[config.mk]
export PLATFORM = sky130hd
export DESIGN_NAME = pwm_gen
export DESIGN_NICKNAME = d
export VERILOG_FILES = /design/src/rtl/pwm_pkg.sv /design/src/rtl/pwm_fifo.sv /design/src/rtl/pwm_timebase.sv /design/src/rtl/pwm_gen.sv
export SDC_FILE = /design/constraint.sdc
export NUM_CORES = 1
export LEC_CHECK = 0
export BUFFER_PORTS_ARGS = -buffer_cell sky130_fd_sc_hd__buf_2
export CAP_MARGIN = 15
export CORE_ASPECT_RATIO = 1.5
export CORE_MARGIN = 2
export CORE_UTILIZATION = 45
export DETAILED_ROUTE_END_ITERATION = 7
export GPL_TIMING_DRIVEN = 0
export PLACE_DENSITY_LB_ADDON = 0.25
export SYNTH_ARGS = -nofsm -noshare
export SYNTH_HDL_FRONTEND = slang
export SYNTH_SLANG_ARGS = --single-unit
[constraint.sdc]
create_clock -name clk -period 5.5 [get_ports clk]
set_clock_uncertainty 0.2 [all_clocks]
set_input_delay 0.55 -clock clk [delete_from_list [all_inputs] [get_ports clk]]
set_output_delay 0.55 -clock clk [all_outputs]
set_load 0.1 [all_outputs]
[src/rtl/pwm_pkg.sv]
package pwm_pkg;
  typedef enum logic [1:0] {
    REG_CTRL = 2'd0,
    REG_STAT = 2'd1,
    REG_DUTY = 2'd2,
    REG_PER  = 2'd3
  } reg_sel_e;

  localparam int CB_EN    = 0;
  localparam int CB_SRST  = 3;
  localparam int CB_PSLO  = 4;
  localparam int CB_PSHI  = 15;
  localparam int CB_INV   = 18;
  localparam int SB_OVF   = 4;
  localparam logic [31:0] CTRL_KEEP = 32'h01C7_FFF1;
  localparam logic [31:0] CTRL_SRST_VAL = 32'h0000_0008;
endpackage

[src/rtl/pwm_fifo.sv]
module pwm_fifo #(
  parameter int DEPTH = 4,
  parameter int DW    = 16,
  localparam int AW   = (DEPTH > 1) ? $clog2(DEPTH) : 1,
  localparam int CW   = $clog2(DEPTH + 1)
) (
  input  logic          clk,
  input  logic          rst,
  input  logic          clr,
  input  logic          push,
  input  logic [DW-1:0] din,
  input  logic          pop,
  output logic [DW-1:0] dout,
  output logic [CW-1:0] fill,
  output logic          dropped
);
  logic [DW-1:0] mem [DEPTH];
  logic [AW-1:0] rp, wp;
  logic full, empty, do_push, do_pop;

  assign full    = (fill == CW'(DEPTH));
  assign empty   = (fill == '0);
  assign do_push = push && !full;
  assign do_pop  = pop && !empty;
  assign dropped = push && full;
  assign dout    = mem[rp];

  function automatic logic [AW-1:0] nxt(input logic [AW-1:0] p);
    return (p == AW'(DEPTH - 1)) ? '0 : p + 1'b1;
  endfunction

  always_ff @(posedge clk) begin
    if (rst || clr) begin
      rp   <= '0;
      wp   <= '0;
      fill <= '0;
    end else begin
      if (do_push) wp <= nxt(wp);
      if (do_pop)  rp <= nxt(rp);
      if (do_push && !do_pop)      fill <= fill + 1'b1;
      else if (do_pop && !do_push) fill <= fill - 1'b1;
    end
  end

  generate
    for (genvar i = 0; i < DEPTH; i++) begin : g_slot
      always_ff @(posedge clk) begin
        if (rst) mem[i] <= '0;
        else if (do_push && wp == AW'(i)) mem[i] <= din;
      end
    end
  endgenerate
endmodule

[src/rtl/pwm_timebase.sv]
module pwm_timebase #(
  parameter int PSW = 12,
  parameter int PW  = 16,
  localparam int CNTW = PW + 1
) (
  input  logic            clk,
  input  logic            rst,
  input  logic            clr,
  input  logic            run,
  input  logic            start,
  input  logic [PSW-1:0]  div_m1,
  input  logic [PW-1:0]   per,
  output logic [CNTW-1:0] cnt,
  output logic            wrap
);
  logic [PSW-1:0]  pre;
  logic            tick;
  logic [CNTW-1:0] limit;

  assign tick  = run && (pre == div_m1);
  assign limit = {1'b0, per} + CNTW'(1);
  assign wrap  = tick && (cnt >= limit);

  always_ff @(posedge clk) begin
    if (rst || clr || start) begin
      pre <= '0;
      cnt <= '0;
    end else if (run) begin
      if (tick) begin
        pre <= '0;
        cnt <= wrap ? '0 : cnt + 1'b1;
      end else begin
        pre <= pre + 1'b1;
      end
    end
  end
endmodule

[src/rtl/pwm_gen.sv]
module pwm_gen
  import pwm_pkg::*;
#(
  parameter int DEPTH = 4,
  parameter int DW    = 16,
  parameter int PSW   = 12,
  localparam int CW   = $clog2(DEPTH + 1)
) (
  input  logic        clk,
  input  logic        rst,
  input  logic        wr_en,
  input  logic [1:0]  wr_addr,
  input  logic [31:0] wr_data,
  input  logic [1:0]  rd_addr,
  output logic [31:0] rd_data,
  output logic        pwm_out
);
  logic [31:0]   ctrl_q;
  logic [DW-1:0] per_q, duty_q, fifo_dout;
  logic [CW-1:0] fifo_cnt;
  logic          srst_pend, ovf_q, wr_ok, start, pop, wrap, dropped, active;
  logic [DW:0]   cnt;

  assign wr_ok = wr_en && !srst_pend;
  assign start = wr_ok && (wr_addr == REG_CTRL) && wr_data[CB_EN]
                 && !wr_data[CB_SRST] && !ctrl_q[CB_EN];
  assign pop   = wrap || start;

  pwm_fifo #(.DEPTH(DEPTH), .DW(DW)) u_fifo (
    .clk(clk), .rst(rst), .clr(srst_pend),
    .push(wr_ok && wr_addr == REG_DUTY), .din(wr_data[DW-1:0]),
    .pop(pop), .dout(fifo_dout), .fill(fifo_cnt), .dropped(dropped)
  );

  pwm_timebase #(.PSW(PSW), .PW(DW)) u_tb (
    .clk(clk), .rst(rst), .clr(srst_pend), .run(ctrl_q[CB_EN]),
    .start(start), .div_m1(ctrl_q[CB_PSLO +: PSW]), .per(per_q),
    .cnt(cnt), .wrap(wrap)
  );

  always_ff @(posedge clk) begin
    if (rst || srst_pend) begin
      ctrl_q    <= '0;
      per_q     <= '0;
      duty_q    <= '0;
      ovf_q     <= 1'b0;
      srst_pend <= 1'b0;
    end else begin
      if (pop && fifo_cnt != '0) duty_q <= fifo_dout;
      if (dropped) ovf_q <= 1'b1;
      if (wr_ok && wr_addr == REG_PER) per_q <= wr_data[DW-1:0];
      if (wr_ok && wr_addr == REG_CTRL) begin
        if (wr_data[CB_SRST]) begin
          ctrl_q    <= CTRL_SRST_VAL;
          srst_pend <= 1'b1;
        end else begin
          ctrl_q    <= wr_data & CTRL_KEEP;
        end
      end
    end
  end

  assign active  = (cnt < {1'b0, duty_q});
  assign pwm_out = ctrl_q[CB_EN] ? (active ^ ctrl_q[CB_INV]) : ctrl_q[CB_INV];

  always_comb begin
    rd_data = '0;
    unique case (reg_sel_e'(rd_addr))
      REG_CTRL: rd_data = ctrl_q;
      REG_STAT: begin
        rd_data[CW-1:0]  = fifo_cnt;
        rd_data[SB_OVF]  = ovf_q;
      end
      REG_DUTY: rd_data[DW-1:0] = duty_q;
      REG_PER:  rd_data[DW-1:0] = per_q;
      default:  rd_data = '0;
    endcase
  end
endmodule

==> run_summary.xml <==
<?xml version="1.0" encoding="UTF-8"?>
<metrics>
  <group name="outcome">
    <metric name="run_status" unit="">complete, no violations</metric>
  </group>
  <group name="global_route">
    <metric name="grt_first_pass_wirelength" unit="um">34300</metric>
    <metric name="grt_max_degree" unit="">17</metric>
    <metric name="global_router_s_overall_resource_usage" unit="%">23.5</metric>
    <metric name="grt.overflow.total" unit="">0</metric>
    <metric name="grt_antenna_before_repair" unit="">0</metric>
    <metric name="via_count_of_the_first_global_routing_pass" unit="">6246</metric>
  </group>
  <group name="placed_design">
    <metric name="io_buffer_count" unit="">49</metric>
    <metric name="dp_hpwl" unit="um">16100</metric>
    <metric name="place.gp.congestion" unit="">0.856</metric>
  </group>
  <group name="critical_path">
    <metric name="worst_r2r_path_depth" unit="">18</metric>
    <metric name="cp_max_fo" unit="">7</metric>
    <metric name="arrival_time_of_the_worst_setup_path" unit="ps">4610</metric>
    <metric name="worstSetupPathType" unit="">reg2reg</metric>
    <metric name="crit_required" unit="ps">5650</metric>
    <metric name="endpoint_kind" unit="">flop</metric>
    <metric name="startpoint_types" unit="">flop</metric>
  </group>
  <group name="finish">
    <metric name="antenna-diode-count" unit="">0</metric>
    <metric name="layout.filler_cells" unit="">1659</metric>
    <metric name="utilization_of_the_core_after_routing" unit="%">52.2</metric>
    <metric name="flow.area_growth_from_synthesis" unit="%">14.3</metric>
    <metric name="drive_gt1_share" unit="%">14.4</metric>
    <metric name="nets" unit="">973</metric>
    <metric name="sequential_cell_area" unit="um^2">3720</metric>
    <metric name="multi_input_area" unit="um^2">4010</metric>
  </group>
  <group name="floorplan">
    <metric name="die_height" unit="um">169</metric>
    <metric name="initial_core_util" unit="%">45.7</metric>
    <metric name="rows" unit="">60</metric>
    <metric name="die-area" unit="um^2">19200</metric>
    <metric name="die_width" unit="um">114</metric>
    <metric name="io-pin-count" unit="">72</metric>
    <metric name="floorplan.core_area" unit="um^2">17800</metric>
  </group>
  <group name="hold_path">
    <metric name="worstHoldPathType" unit="">in2reg</metric>
    <metric name="timing.hold.worst_path_depth" unit="">3</metric>
  </group>
  <group name="synth">
    <metric name="async_set_reset_flop_share_out_of_synthesis" unit="%">0</metric>
    <metric name="postSynthAreaPerCell" unit="um^2">9.97</metric>
    <metric name="netlist_top_cells_area" unit="">edfxtp_1 24%, dfxtp_1 22%, ha_1 6.3%</metric>
    <metric name="yosysSeqAreaShare" unit="%">45.8</metric>
    <metric name="synth_cell_type_count" unit="">53</metric>
    <metric name="synthTopCellsByCount" unit="">99 x nand2_1, 90 x dfxtp_1, 76 x and3_1</metric>
    <metric name="synth_flop_cell" unit="">dfxtp_1</metric>
    <metric name="synth_enable_flop_cells" unit="">64</metric>
    <metric name="yosysTopAreaCellShare" unit="%">23.7</metric>
    <metric name="most_instantiated_library_cell_after_synthesis" unit="">nand2_1</metric>
    <metric name="syn-instance-count" unit="">815</metric>
    <metric name="post_synth_instance_area" unit="um^2">8120</metric>
    <metric name="yosys_register_bits" unit="">154</metric>
    <metric name="post-synth-top-area-cell" unit="">edfxtp_1</metric>
    <metric name="yosys_warns" unit="">0</metric>
  </group>
  <group name="clocking">
    <metric name="cts_htree_levels" unit="">4</metric>
    <metric name="cts-root-buf" unit="">clkbuf_16</metric>
    <metric name="post_cts_resize_count" unit="">0</metric>
    <metric name="cts_sinks" unit="">154</metric>
    <metric name="post_cts_hold_buffer_count" unit="">0</metric>
    <metric name="clk_pin_slew" unit="ps">70</metric>
    <metric name="clk-insertion-delay-late" unit="ps">430</metric>
    <metric name="cts_tree" unit="">built</metric>
    <metric name="max-clock-path-buffers" unit="">2</metric>
    <metric name="cts.repair_timing.setup_buffer_count" unit="">0</metric>
    <metric name="cts_made_buffers" unit="">17</metric>
  </group>
  <group name="sta">
    <metric name="timing.fmax" unit="MHz">224</metric>
    <metric name="timing.max_slew.rel_slack" unit="%">47.3</metric>
    <metric name="min_period_over_period" unit="%">81.1</metric>
    <metric name="tns" unit="ps">0</metric>
    <metric name="timing_max_transition_violations_final" unit="">0</metric>
    <metric name="worst-slew-pin-transition" unit="ps">791</metric>
    <metric name="layout_min_cycle_time" unit="ps">4460</metric>
    <metric name="rsz0062_at_grt" unit="">no</metric>
    <metric name="setup_viol_count_final" unit="">0</metric>
    <metric name="final_number_of_hold_violating_endpoints" unit="">0</metric>
  </group>
  <group name="route">
    <metric name="first_iter_violations" unit="">467</metric>
    <metric name="drtPass1Iterations" unit="">6</metric>
    <metric name="drtAntennaViolNets" unit="">0</metric>
    <metric name="number_of_design_rule_violations_left_after_detail_routing" unit="">0</metric>
    <metric name="route.detailed.wl_per_inst" unit="um">19.4</metric>
    <metric name="route.detailed.vias_per_inst" unit="">5.63</metric>
    <metric name="vias" unit="">6317</metric>
    <metric name="finalWirelength" unit="um">21800</metric>
  </group>
  <group name="pwr">
    <metric name="totalPowerFinal" unit="mW">2.70</metric>
    <metric name="p_leak" unit="nW">3.78</metric>
    <metric name="ir_drop" unit="mV">0.203</metric>
    <metric name="power-per-cell-area" unit="nW/um^2">291</metric>
  </group>
  <group name="job">
    <metric name="maxCapViolCount" unit="">0</metric>
  </group>
</metrics>
[area by class of cell]
class / instances / share of cell area, %
plain buffers: 54 / 2.90
clock inverters: 11 / 1.40
clock buffers: 21 / 5.19
well taps: 217 / 2.92
repair buffers: 49 / 2.64
flip-flops and latches: 154 / 40.1
multi-input cells: 576 / 43.2
inverters: 40 / 1.62
[report_power, final]
part / internal (mW) / switching [mW]
logic: 0.0678 / 0.174
clock network: 0.727 / 0.493
registers: 1.22 / 0.0188
[registers in the layout, summed over array words and instances, names as in the netlist, 2 cells and up]
name,cells
u_tb.cnt,17
u_tb.pre,12
u_fifo.mem,64
u_fifo.rp,2
per_q,16
ctrl_q,20
u_fifo.fill,3
duty_q,16
u_fifo.wp,2
[final timing paths]
kind                             startpoint             end  slack (ps)
worst max-delay path               per_q[0]  u_fifo.fill[2]        1040
worst min register to register   ctrl_q[23]      ctrl_q[23]         250
worst max register to register     per_q[0]  u_fifo.fill[2]        1040
worst min-delay path            wr_data[16]      ctrl_q[16]         190
[layer usage]
layer	vias to the layer above	share of wire [%]	global-route usage [%]
li1	3048	-	-
met1	3037	39	27.2
met2	184	52	41.7
met3	48	4.2	4.30
met4	0	4.6	11.4
met5	-	0	0
[logic make-up (layout without fill, tap and decap cells)]
kind of cell	Yosys count	in the layout	share of synthesized area, %
compound gates	133	133	11.1
fa+ha+maj	42	42	6.56
other cells	1	10	0.0462
flops	154	154	45.8
simple gates	320	320	20.6
xor+xnor	50	50	5.39
mux	21	21	5.36
buf+inv	94	175	5.16
[layout by cell type (no fill, tap or decap), types with 11 or more instances in the layout]
cell,n
nand4_1,13
buf_2,54
and3_1,76
a21oi_1,54
xnor2_1,23
clkbuf_1,37
xor2_1,27
clkbuf_16,18
a22o_1,14
dfxtp_1,90
o2bb2ai_1,11
inv_1,39
ha_1,41
nand2_1,99
o21ai_0,24
edfxtp_1,64
mux4_2,18
nand3b_1,20
nor2_1,44
nand3_1,27
[metrics by stage]
stage               cells  setup WS (ps)  hold slack [ps]  area [um^2]
finish               1122           1040              186         9290
global route         1122            613              189         9290
CTS                  1122           1060              171         9290
detailed placement   1090           1080              242         8670
global placement     1090           1140              235         8670
floorplan             824           1480              227         8160
[critical path: stages (launching register included)]
cell,delay [ps]
dfxtp_1,470
ha_1,260
and3_1,170
clkbuf_1,270
nand3_1,140
xor2_1,160
ha_1,300
a21o_1,180
nand3_1,70
a21oi_1,100
nor4b_4,430
a21oi_4,190
o21ai_0,200
ha_1,200
inv_1,60
fa_1,370
xor2_1,170
or3_1,300
a21oi_1,140
No activity file was read; power rests on OpenSTA's default activity.
